**src/rtl/pof_pkg.sv**
```systemverilog
package pof_pkg;
  localparam int COMP_W = 12;
  localparam int SLOT_W = 16;
  localparam int NSLOT  = 3;

  localparam logic [1:0] FMT_RGB    = 2'd0;
  localparam logic [1:0] FMT_YCC444 = 2'd1;
  localparam logic [1:0] FMT_YCC422 = 2'd2;

  localparam logic [2:0] ORD_STRAIGHT = 3'd0;
  localparam logic [2:0] ORD_REVERSED = 3'd5;

  localparam logic [2:0] PK_NONE  = 3'd0;
  localparam logic [2:0] PK_CYCY  = 3'd1;
  localparam logic [2:0] PK_YCYC  = 3'd2;
  localparam logic [2:0] PK_CY    = 3'd3;
  localparam logic [2:0] PK_YC    = 3'd4;
endpackage

```
**src/rtl/pof_front.sv**
```systemverilog
module pof_front #(
  parameter int CW = pof_pkg::COMP_W
) (
  input  logic          clk,
  input  logic          rst_n,
  input  logic [1:0]    fmt,
  input  logic [2:0]    order,
  input  logic [CW-1:0] y_lo,
  input  logic [CW-1:0] y_hi,
  input  logic [CW-1:0] c_lo,
  input  logic [CW-1:0] c_hi,
  input  logic          in_valid,
  input  logic          in_line_start,
  input  logic [CW-1:0] in_ch0,
  input  logic [CW-1:0] in_ch1,
  input  logic [CW-1:0] in_ch2,
  output logic          v_q,
  output logic [CW-1:0] s0_q,
  output logic [CW-1:0] s1_q,
  output logic [CW-1:0] s2_q,
  output logic          odd_q,
  output logic          clamp_on,
  output logic [CW-1:0] luma_cl,
  output logic [CW-1:0] ch0_cl,
  output logic [CW-1:0] ch2_cl,
  output logic          phase_q
);
  import pof_pkg::*;

  function automatic logic [CW-1:0] clamp_range(input logic [CW-1:0] v,
                                               input logic [CW-1:0] lo,
                                               input logic [CW-1:0] hi);
    logic [CW-1:0] t;
    t = (v < lo) ? lo : v;
    return (t > hi) ? hi : t;
  endfunction

  function automatic logic [3*CW-1:0] permute(input logic [2:0] code,
                                              input logic [CW-1:0] a,
                                              input logic [CW-1:0] b,
                                              input logic [CW-1:0] c);
    case (code)
      3'd1:    return {b, c, a};
      3'd2:    return {c, a, b};
      3'd3:    return {a, c, b};
      3'd4:    return {b, a, c};
      3'd5:    return {c, b, a};
      default: return {a, b, c};
    endcase
  endfunction

  logic          swap_rb;
  logic [2:0]    eff_order;
  logic [CW-1:0] pre_a, pre_c;
  logic [3*CW-1:0] slots;
  logic          pix_odd;

  always_comb begin
    clamp_on  = (fmt == FMT_YCC444) || (fmt == FMT_YCC422);
    luma_cl   = clamp_on ? clamp_range(in_ch1, y_lo, y_hi) : in_ch1;
    ch0_cl    = clamp_on ? clamp_range(in_ch0, c_lo, c_hi) : in_ch0;
    ch2_cl    = clamp_on ? clamp_range(in_ch2, c_lo, c_hi) : in_ch2;
    swap_rb   = (fmt == FMT_YCC422);
    pre_a     = swap_rb ? ch2_cl : ch0_cl;
    pre_c     = swap_rb ? ch0_cl : ch2_cl;
    if (fmt == FMT_YCC422)      eff_order = ORD_STRAIGHT;
    else if (fmt == FMT_YCC444) eff_order = ORD_REVERSED;
    else                        eff_order = order;
    slots     = permute(eff_order, pre_a, luma_cl, pre_c);
    pix_odd   = in_line_start ? 1'b0 : phase_q;
  end

  always_ff @(posedge clk or negedge rst_n) begin
    if (!rst_n) begin
      v_q     <= 1'b0;
      s0_q    <= '0;
      s1_q    <= '0;
      s2_q    <= '0;
      odd_q   <= 1'b0;
      phase_q <= 1'b0;
    end else begin
      v_q <= in_valid;
      if (in_valid) begin
        s0_q    <= slots[3*CW-1 -: CW];
        s1_q    <= slots[2*CW-1 -: CW];
        s2_q    <= slots[CW-1:0];
        odd_q   <= pix_odd;
        phase_q <= ~pix_odd;
      end
    end
  end
endmodule

```
**src/rtl/pof_pack.sv**
```systemverilog
module pof_pack #(
  parameter int CW = pof_pkg::COMP_W,
  parameter int SW = pof_pkg::SLOT_W,
  parameter int NS = pof_pkg::NSLOT
) (
  input  logic           clk,
  input  logic           rst_n,
  input  logic           v_in,
  input  logic [CW-1:0]  s0,
  input  logic [CW-1:0]  s1,
  input  logic [CW-1:0]  s2,
  input  logic           odd,
  input  logic [2:0]     pack,
  input  logic [2:0]     width,
  output logic           out_valid,
  output logic [NS*SW-1:0] out_word
);
  import pof_pkg::*;

  function automatic logic [SW-1:0] fit(input logic [CW-1:0] v,
                                        input logic [2:0] code);
    int n;
    logic [SW-1:0] w;
    case (code)
      3'd1:    n = 10;
      3'd2:    n = 12;
      3'd3:    n = 16;
      default: n = 8;
    endcase
    w = SW'(v);
    if (n <= CW) w = w >> (CW - n);
    else         w = w << (n - CW);
    return w;
  endfunction

  logic [CW-1:0] lane [NS];
  logic [CW-1:0] luma, chroma;
  logic [NS*SW-1:0] word_d;

  always_comb begin
    luma   = s1;
    chroma = odd ? s2 : s0;
    lane[0] = s0;
    lane[1] = s1;
    lane[2] = s2;
    case (pack)
      PK_CYCY: begin lane[0] = odd ? luma : chroma; lane[1] = '0; lane[2] = '0; end
      PK_YCYC: begin lane[0] = odd ? chroma : luma; lane[1] = '0; lane[2] = '0; end
      PK_CY:   begin lane[0] = chroma; lane[1] = luma;   lane[2] = '0; end
      PK_YC:   begin lane[0] = luma;   lane[1] = chroma; lane[2] = '0; end
      default: ;
    endcase
  end

  for (genvar i = 0; i < NS; i++) begin : g_slot
    assign word_d[(NS-1-i)*SW +: SW] = fit(lane[i], width);
  end

  always_ff @(posedge clk or negedge rst_n) begin
    if (!rst_n) begin
      out_valid <= 1'b0;
      out_word  <= '0;
    end else begin
      out_valid <= v_in;
      if (v_in) out_word <= word_d;
    end
  end
endmodule

```
**src/rtl/pix_out_fmt.sv**
```systemverilog
module pix_out_fmt #(
  parameter int CW = pof_pkg::COMP_W,
  parameter int SW = pof_pkg::SLOT_W,
  parameter int NS = pof_pkg::NSLOT,
  parameter logic [CW-1:0] LO_DEF = CW'(12'h010),
  parameter logic [CW-1:0] HI_DEF = CW'(12'hFE0)
) (
  input  logic             clk,
  input  logic             rst_n,
  input  logic [1:0]       cfg_fmt,
  input  logic [2:0]       cfg_order,
  input  logic [2:0]       cfg_pack,
  input  logic [2:0]       cfg_width,
  input  logic             cfg_lim_def,
  input  logic [CW-1:0]    cfg_y_lo,
  input  logic [CW-1:0]    cfg_y_hi,
  input  logic [CW-1:0]    cfg_c_lo,
  input  logic [CW-1:0]    cfg_c_hi,
  input  logic             in_valid,
  input  logic             in_line_start,
  input  logic [CW-1:0]    in_ch0,
  input  logic [CW-1:0]    in_ch1,
  input  logic [CW-1:0]    in_ch2,
  output logic             out_valid,
  output logic [NS*SW-1:0] out_word
);
  logic [1:0]    fmt_q;
  logic [2:0]    order_q, pack_q, width_q;
  logic [CW-1:0] y_lo_q, y_hi_q, c_lo_q, c_hi_q;

  // Static configuration: loaded only while reset is held.
  always_ff @(posedge clk) begin
    if (!rst_n) begin
      fmt_q   <= cfg_fmt;
      order_q <= cfg_order;
      pack_q  <= cfg_pack;
      width_q <= cfg_width;
      y_lo_q  <= cfg_lim_def ? LO_DEF : cfg_y_lo;
      y_hi_q  <= cfg_lim_def ? HI_DEF : cfg_y_hi;
      c_lo_q  <= cfg_lim_def ? LO_DEF : cfg_c_lo;
      c_hi_q  <= cfg_lim_def ? HI_DEF : cfg_c_hi;
    end
  end

  logic          v1, odd1, clamp_on, phase_q;
  logic [CW-1:0] s0_1, s1_1, s2_1, luma_cl, ch0_cl, ch2_cl;

  pof_front #(.CW(CW)) front_i (
    .clk(clk), .rst_n(rst_n), .fmt(fmt_q), .order(order_q),
    .y_lo(y_lo_q), .y_hi(y_hi_q), .c_lo(c_lo_q), .c_hi(c_hi_q),
    .in_valid(in_valid), .in_line_start(in_line_start),
    .in_ch0(in_ch0), .in_ch1(in_ch1), .in_ch2(in_ch2),
    .v_q(v1), .s0_q(s0_1), .s1_q(s1_1), .s2_q(s2_1), .odd_q(odd1),
    .clamp_on(clamp_on), .luma_cl(luma_cl), .ch0_cl(ch0_cl), .ch2_cl(ch2_cl),
    .phase_q(phase_q)
  );

  pof_pack #(.CW(CW), .SW(SW), .NS(NS)) pack_i (
    .clk(clk), .rst_n(rst_n), .v_in(v1), .s0(s0_1), .s1(s1_1), .s2(s2_1),
    .odd(odd1), .pack(pack_q), .width(width_q),
    .out_valid(out_valid), .out_word(out_word)
  );
endmodule

```
**config.mk**
```make
export PLATFORM = sky130hd
export DESIGN_NAME = pix_out_fmt
export DESIGN_NICKNAME = d
export VERILOG_FILES = /design/src/rtl/pof_pkg.sv /design/src/rtl/pof_front.sv /design/src/rtl/pof_pack.sv /design/src/rtl/pix_out_fmt.sv
export SDC_FILE = /design/constraint.sdc
export NUM_CORES = 1
export LEC_CHECK = 0
export BUFFER_PORTS_ARGS = -buffer_cell sky130_fd_sc_hd__buf_2
export CAP_MARGIN = 15
export CORE_ASPECT_RATIO = 1.2
export CORE_UTILIZATION = 53
export DETAILED_ROUTE_END_ITERATION = 7
export PLACE_DENSITY = 0.78
export RECOVER_POWER = 25
export SYNTH_ARGS = -nofsm -noshare
export SYNTH_HDL_FRONTEND = slang
export SYNTH_SLANG_ARGS = --single-unit
```
**constraint.sdc**
```tcl
create_clock -name clk -period 9.7 [get_ports clk]
set_input_delay 0.97 -clock clk [delete_from_list [all_inputs] [get_ports clk]]
set_output_delay 0.97 -clock clk [all_outputs]
set_load 0.02 [all_outputs]
```
==> metrics.txt, run 1 <==
syn_area_per_cell=8.34 sq um; sequential share of the synthesized area=34.9%; DP Wirelength=26300 microns; WS Path Type=in -> reg; largest net degree at the start of global routing=79; CTS tree=done; Setup Skew=11.9 ps; placed insts=1699; design area=12800 sq um; final hold vios=0; status=finished with violations; cts hold-fix bufs=0; Crit. End Element=register; Synth top area share=19.4%; critical path, cell by cell=buf_2 -> ha_1 -> nand4_1 -> a211oi_1 -> a2111o_1 -> o21ai_0 -> ha_1 -> nor2b_1 -> o211ai_1 -> a211o_1 -> a31o_1 -> a32oi_1 -> o211ai_1 -> nand2_1 -> a31oi_1; H-tree depth=4; Die Area=22100 sq um; P_leak=5.33 nW; Yosys top cell by area=dfrtp_1; NumNets Final=1627; layout cells sized above 1=17.5%; diode count=0; Chip Width=136 microns; first-pass GRT wire length=56100 microns; synth-to-layout area growth=12.2%; Worst-path clk slew=70 ps; ys async rst share=59.9%; I/O pin total=149; unrepaired setup endpoints after global routing=false; Post-Syn Area=11400 sq um; PD cells=189 nW/um^2; I/O Buffers=148; CTS Buf Count=17; routed wire length=36200 microns; vias in the first global route=10400; Crit path buffers/inverters=1; antenna violation net count after detailed routing=0; critical path required time=10050 ps; Max Root-Sink Buffers=2; setup TNS=0 ps; Max Slew Vio Count=238; ranking of synthesized cells by area=dfrtp_1 19%, edfxtp_1 16%, ha_1 8.1%, nand2_1 6.0%, nor2_1 5.3%; Initial DRT Pass Iterations=6; slew of the pin with the lowest slew margin=3280 ps; Post-synth EDFFs=59; # resized after CTS=0; total number of vias=11400; switching power=0.00100 W; final setup margin=4370 ps; FP Rows=58; routed len/inst=20.9 microns; Comb power frac=38.1%; Placement Cell Area=12200 sq um; post-layout min period=5330 ps; fin cells=1736; max cap viols=4; Clock Latency Late Sink=440 ps; Starting Density=54.3%; Mapped Cells=1365; Die Y=163 microns; Synth top cells by count=183 x nand2_1, 161 x nor2_1, 88 x dfrtp_1, 80 x a21oi_1; DR DRC count=0; core area=21000 sq um; Highest Clock Rate=188 MHz; flops & latches, synth=147; sequential power share=35.6%; post-CTS repair timing setup buffer count=0; clk root buf=clkbuf_16; HP Class=reg -> reg; sw frac=41.5%; top-count cell post-synth=nand2_1; syn nets=1539; Int Power=0.00141 W; fin crit share=54.9%; Setup crit start kind=primary input; Worst Path Max Fanout=36; TritonCTS Sinks=147; failing checks=capacitance limit, slew limit; antenna violations before repair=0; crit-path max cell delay=920 ps; worst slack, placed=3770 ps; Worst path top cell family by delay=compound AO/OA/AOI/OAI gates; CP max-delay cell=a31o_1; post-synthesis cell type count=76; main flop type after synthesis=dfrtp_1; routability cong.=0.989; Synth Warn #=0; slew margin rel.=-119%; Remaining Overflow, GRT=0; final setup violation count=0; initial DRC count=1340; clock share of power=26.3%; Total Power=0.00241 W; DR vias/cell=6.58; CP Data Arrival Time=5670 ps; overall track demand over capacity in global routing=33.2%; Max rail drop VDD=134 uV
-- placed cells by master, fill, tap and decap left out, types with 11 or more instances in the layout --
cell,n
a21oi_1,80
a221oi_1,64
a22oi_1,17
a31oi_1,38
a32oi_1,12
buf_2,147
buf_4,14
clkbuf_16,17
dfrtp_1,87
edfxtp_1,59
ha_1,73
inv_1,62
mux2i_1,16
nand2_1,183
nand3_1,24
nand4_1,11
nor2_1,161
nor2b_1,39
o211ai_1,13
o21ai_0,74
o21ai_1,46
o221ai_1,17
o22ai_1,16
o2bb2ai_1,13
or2_2,21
-- final timing paths --
check	from	to	slack (ps)	cells past startpoint
max	in_ch2[9]	front_i.s2_q[6]	4370	15
min	pack_i.out_word[46]	pack_i.out_word[46]	480	1
max reg2reg	c_lo_q[5]	front_i.s2_q[6]	4470	15
min reg2reg	pack_i.out_word[46]	pack_i.out_word[46]	480	1
max in group asynchronous	rst_n	front_i.v_q	6750	2
min in group asynchronous	rst_n	pack_i.out_word[46]	1290	1
-- sequential cells by signal, indices dropped and copies added (netlist names), 2 cells and up --
signal	flops
pack_i.out_word	48
c_hi_q	12
c_lo_q	12
front_i.s0_q	12
front_i.s1_q	12
front_i.s2_q	12
y_hi_q	12
y_lo_q	12
order_q	3
pack_q	3
width_q	3
fmt_q	2
-- per-stage QoR --
stage                     utilization [%]  hold slack, ps
after floorplan                         -             352
after global routing                 60.9             494
final                                60.9             485
after CTS                            60.7             489
after global placement               58.1             469
after detailed placement             58.1             471
-- power groups by stage --
stage,Combinational [W],Clock [W],Sequential [W]
2_1_floorplan,0.000608,0,0.000862
3_3_place_gp,0.000869,0,0.000859
5_1_grt,0.000996,0.000663,0.000868
3_5_place_dp,0.000884,0,0.000864
4_1_cts,0.000890,0.000635,0.000852
6_report,0.000919,0.000635,0.000857
-- per-layer routing --
metal | track usage [%] | vias up | routed length [microns]
met1 | 41.9 | 5313 | 14200
met4 | 22.7 | 0 | 2370
met3 | 6.19 | 145 | 3330
met2 | 51.5 | 717 | 16400
met5 | 0 | - | 0
li1 | - | 5241 | -
-- cell families (layout without fill, tap and decap cells) --
group           Yosys count  count (layout)  share of synthesized area (%)
mux                      18              18                           1.61
flops                   147             147                           34.9
fa+ha+maj                74              74                           8.14
buf+inv                 162             263                           5.74
xor+xnor                  5               5                          0.385
compound gates          472             472                           30.1
simple gates            487             487                           19.1
-- area by class of cell --
cell class                 count  area [sq um]
clock buffer                  18           439
clock inverter                14           115
fill                        1824          8210
inverter                      64           240
multi-input combinational   1056          6780
sequential                   147          3980
tap                          270           338
timing repair buffer         167           878
-- worst register-to-register path, delay by kind of cell (launching register included) --
family,cells,cell delay [ps]
compound gates,10,3660
fa+ha+maj,2,610
flops,1,350
buf+inv,1,270
simple gates,2,250
(Power assumes the default switching activity.)
==> run 2, diff against run 1 <==
--- a/config.mk
+++ b/config.mk
@@ -5,12 +5,13 @@
 export SDC_FILE = /design/constraint.sdc
 export NUM_CORES = 1
 export LEC_CHECK = 0
+export ABC_AREA = 1
 export BUFFER_PORTS_ARGS = -buffer_cell sky130_fd_sc_hd__buf_2
 export CAP_MARGIN = 15
 export CORE_ASPECT_RATIO = 1.2
 export CORE_UTILIZATION = 53
 export DETAILED_ROUTE_END_ITERATION = 7
-export PLACE_DENSITY = 0.78
+export PLACE_DENSITY = 0.8
 export RECOVER_POWER = 25
 export SYNTH_ARGS = -nofsm -noshare
 export SYNTH_HDL_FRONTEND = slang
==> constraint.sdc (replaced) <==
create_clock -name clk -period 4.77 [get_ports clk]
set_input_delay 0.477 -clock clk [delete_from_list [all_inputs] [get_ports clk]]
set_output_delay 0.477 -clock clk [all_outputs]
set_load 0.02 [all_outputs]
==> run 2 against run 1 <==
Against the previous run:
- the flow still finishes with violations (capacitance limit, slew limit)
- largest cell class unchanged
- largest power group unchanged
- worst hold slack lost 280 ps
- routed wire length grew 18%
- non-clock buffer count grew 11
- flip-flop and latch count is the same
- highest routed layer unchanged
- setup slack lost 3800 ps
- critical path depth shrank 11
==> metrics.txt, run 2 <==
H-tree depth=4 (unchanged); Post-synth EDFFs=59 (unchanged); unrepaired setup endpoints after global routing=false; clock share of power=25.4% (-0.9 points); Critical R2R Capture=pack_i.out_word[20]; critical path, cell by cell=clkbuf_1 -> inv_1 -> a221oi_1 -> a21oi_1; setup TNS=0 ps (unchanged); Yosys top cell by area=dfrtp_1; # resized after CTS=0 (unchanged); core area=23200 sq um (+11%); hold endpoint=pack_q[1]; vias in the first global route=12800 (+23%); Highest Clock Rate=239 MHz; Compound-Gate Fraction of Synth Area=10.2% (-20 points); NumNets Final=2239 (+38%); DR vias/cell=5.61 (-15%); HP Start=cfg_pack[1]; post-layout min period=4190 ps; Crit. End Element=register; ys async rst share=59.9% (unchanged); worst slack, placed=696 ps (-3070 ps); CTS Buf Count=17 (unchanged); total number of vias=13400 (+18%); PD cells=371 nW/um^2 (+97%); sequential share of the synthesized area=31.6% (-3.3 points); fin crit share=87.8%; DP Wirelength=33200 microns (+27%); Clock Latency Late Sink=450 ps (about the same); I/O pin total=149 (unchanged); crit-path max cell delay=1820 ps (+900 ps); Worst Path Max Fanout=64 (+78%); flops & latches, synth=147 (unchanged); clk root buf=clkbuf_16; Setup crit start kind=register; Max Root-Sink Buffers=2 (unchanged); Comb power frac=42.8% (+4.7 points); final setup violation count=0 (unchanged); Synth top cells by count=583 x nand2_1, 293 x inv_1, 253 x nand3_1, 175 x nor2_1, 88 x dfrtp_1; sw frac=43.4% (+1.9 points); antenna violation net count after detailed routing=0 (unchanged); HP Class=in -> reg; max FFs per register=48 (unchanged); slew of the pin with the lowest slew margin=2590 ps (-690 ps); slew margin rel.=-73.0% (+46 points); Initial DRT Pass Iterations=6 (unchanged); Crit path buffers/inverters=2 (+1); Die Y=171 microns (+5.0%); I/O Buffers=148 (unchanged); failing checks=capacitance limit, slew limit; antenna violations before repair=0 (unchanged); Worst R2R Path Depth=4 (-11); max cap viols=4 (unchanged); design area=14100 sq um (+10%); post-synthesis cell type count=47 (-38%); main combinational cell family by area after synthesis=simple AND/OR/NAND/NOR gates; Worst-path clk slew=80 ps (about the same); R2R Setup Slk=580 ps (-3890 ps); status=finished with violations; CP max-delay cell=clkbuf_1; post-synthesis simple-gate area fraction=38.3% (+19 points); Starting Density=54.2% (-0.091 points); WS Path Type=reg -> reg; sequential power share=31.9% (-3.7 points); syn_area_per_cell=6.42 sq um (-23%); Setup Skew=16.8 ps (+4.91 ps); DR DRC count=0 (unchanged); commonest non-fill, non-tap cell in the layout=nand2_1; Min Hold Slack=207 ps (-278 ps); final setup margin=583 ps (-3790 ps); Mapped Cells=1958 (+43%); Die Area=24300 sq um (+10%); XOR/XNOR Fraction of Synth Area=0.0697% (-0.32 points); Remaining Overflow, GRT=0 (unchanged); Worst path top cell family by delay=buffers and inverters; Placement Cell Area=13500 sq um (+11%); post-synthesis mux area share=0% (-1.6 points); largest net degree at the start of global routing=65 (-18%); Max rail drop VDD=276 uV (+110%); first-pass GRT wire length=67600 microns (+20%); reg-to-reg startpoint=front_i.v_q; Synth Warn #=0 (unchanged); ranking of synthesized cells by area=dfrtp_1 18%, nand2_1 17%, edfxtp_1 14%, nand3_1 10%, inv_1 8.8%; CP Data Arrival Time=4500 ps (-1170 ps); FP Rows=61 (+5.2%); initial DRC count=941 (-30%); critical path required time=5080 ps (-4970 ps); Max Slew Vio Count=213 (-11%); overall track demand over capacity in global routing=36.5% (+3.3 points); WHS Path Cells=1 (unchanged); layout cells sized above 1=12.5% (-5.0 points); P_leak=7.72 nW (+45%); Post-Syn Area=12600 sq um (+10%); top-count cell post-synth=nand2_1; routed wire length=42700 microns (+18%); Synth top area share=17.5% (-1.8 points); # fillers=2319 (+27%); diode count=0 (unchanged); Chip Width=143 microns (+5.0%); Int Power=0.00296 W (+110%); synth-to-layout area growth=12.0%; routed len/inst=17.8 microns (-14%); Top reg by flops=pack_i.out_word; post-CTS repair timing setup buffer count=0 (unchanged); TritonCTS Sinks=147 (unchanged); CTS tree=done; routability cong.=0.973 (-1.7%); main flop type after synthesis=dfrtp_1; final hold vios=0 (unchanged); switching power=0.00227 W (+130%); cts hold-fix bufs=0 (unchanged); Adder-Cell Fraction of Synth Area=7.37% (-0.77 points); syn nets=2132 (+39%); most frequent cells in the layout=583 x nand2_1, 292 x inv_1, 253 x nand3_1
-- run 2: cell types whose count changed after synthesis, sizes merged, moves of 39 or more --
cell,delta
o21ai,-51
a221oi,-62
inv,+244
nand2,+401
nand3,+230
nor2b,-39
-- run 2: layer usage --
layer	global-route usage (%)	share of wire, %	wire length [microns]	vias up
met1	41.4	39	16700	6163
met5	0	0	0	-
li1	-	-	-	6482
met4	23.8	6.4	2710	0
met2	63.5	48	20600	625
met3	6.05	6.3	2680	157
-- run 2: cell families (layout without fill, tap and decap cells) --
kind of cell	Yosys count	in the layout
XOR/XNOR	1	1
flip-flops	147	147
adder cells (fa/ha/maj)	74	74
AO/OA/AOI/OAI	221	221
buffers and inverters	399	519
AND/OR/NAND/NOR	1116	1116
-- run 2: layout make-up --
class,instances,area [sq um],area share [%]
Clock buffer,22,489,3.48
Inverter,309,1160,8.26
Clock inverter,10,72.6,0.516
Sequential cell,147,3980,28.2
Multi-Input combinational cell,1412,7030,49.9
Timing Repair Buffer,178,956,6.79
Tap cell,315,394,2.80
-- run 2: power groups by stage --
| stage | clock network (W) | logic [W] | registers [W] |
|---|---|---|---|
| 2_1_floorplan | 0 | 0.00145 | 0.00171 |
| 3_3_place_gp | 0 | 0.00215 | 0.00168 |
| 3_5_place_dp | 0 | 0.00217 | 0.00168 |
| 4_1_cts | 0.00134 | 0.00219 | 0.00166 |
| 5_1_grt | 0.00138 | 0.00250 | 0.00169 |
| 6_report | 0.00133 | 0.00223 | 0.00166 |
-- run 2: metrics by stage --
step / instances / total power, W / utilization, %
2_1_floorplan: 1958 / 0.00316 / -
3_3_place_gp: 2361 / 0.00383 / 58.3
3_5_place_dp: 2361 / 0.00386 / 58.3
4_1_cts: 2393 / 0.00518 / 60.7
5_1_grt: 2393 / 0.00557 / 60.7
6_report: 2393 / 0.00522 / 60.7
-- run 2: worst max-delay path by stage --
stage,startpoint,to,slack (ps),cells past startpoint
CTS,c_lo_q[11],front_i.s0_q[11],830,26
global route,c_lo_q[11],front_i.s2_q[7],180,26
global placement,in_ch2[11],front_i.s0_q[11],710,26
finish,front_i.v_q,pack_i.out_word[20],580,4
detailed placement,in_ch2[11],front_i.s0_q[11],700,26
floorplan,in_ch0[11],front_i.s2_q[2],1550,26
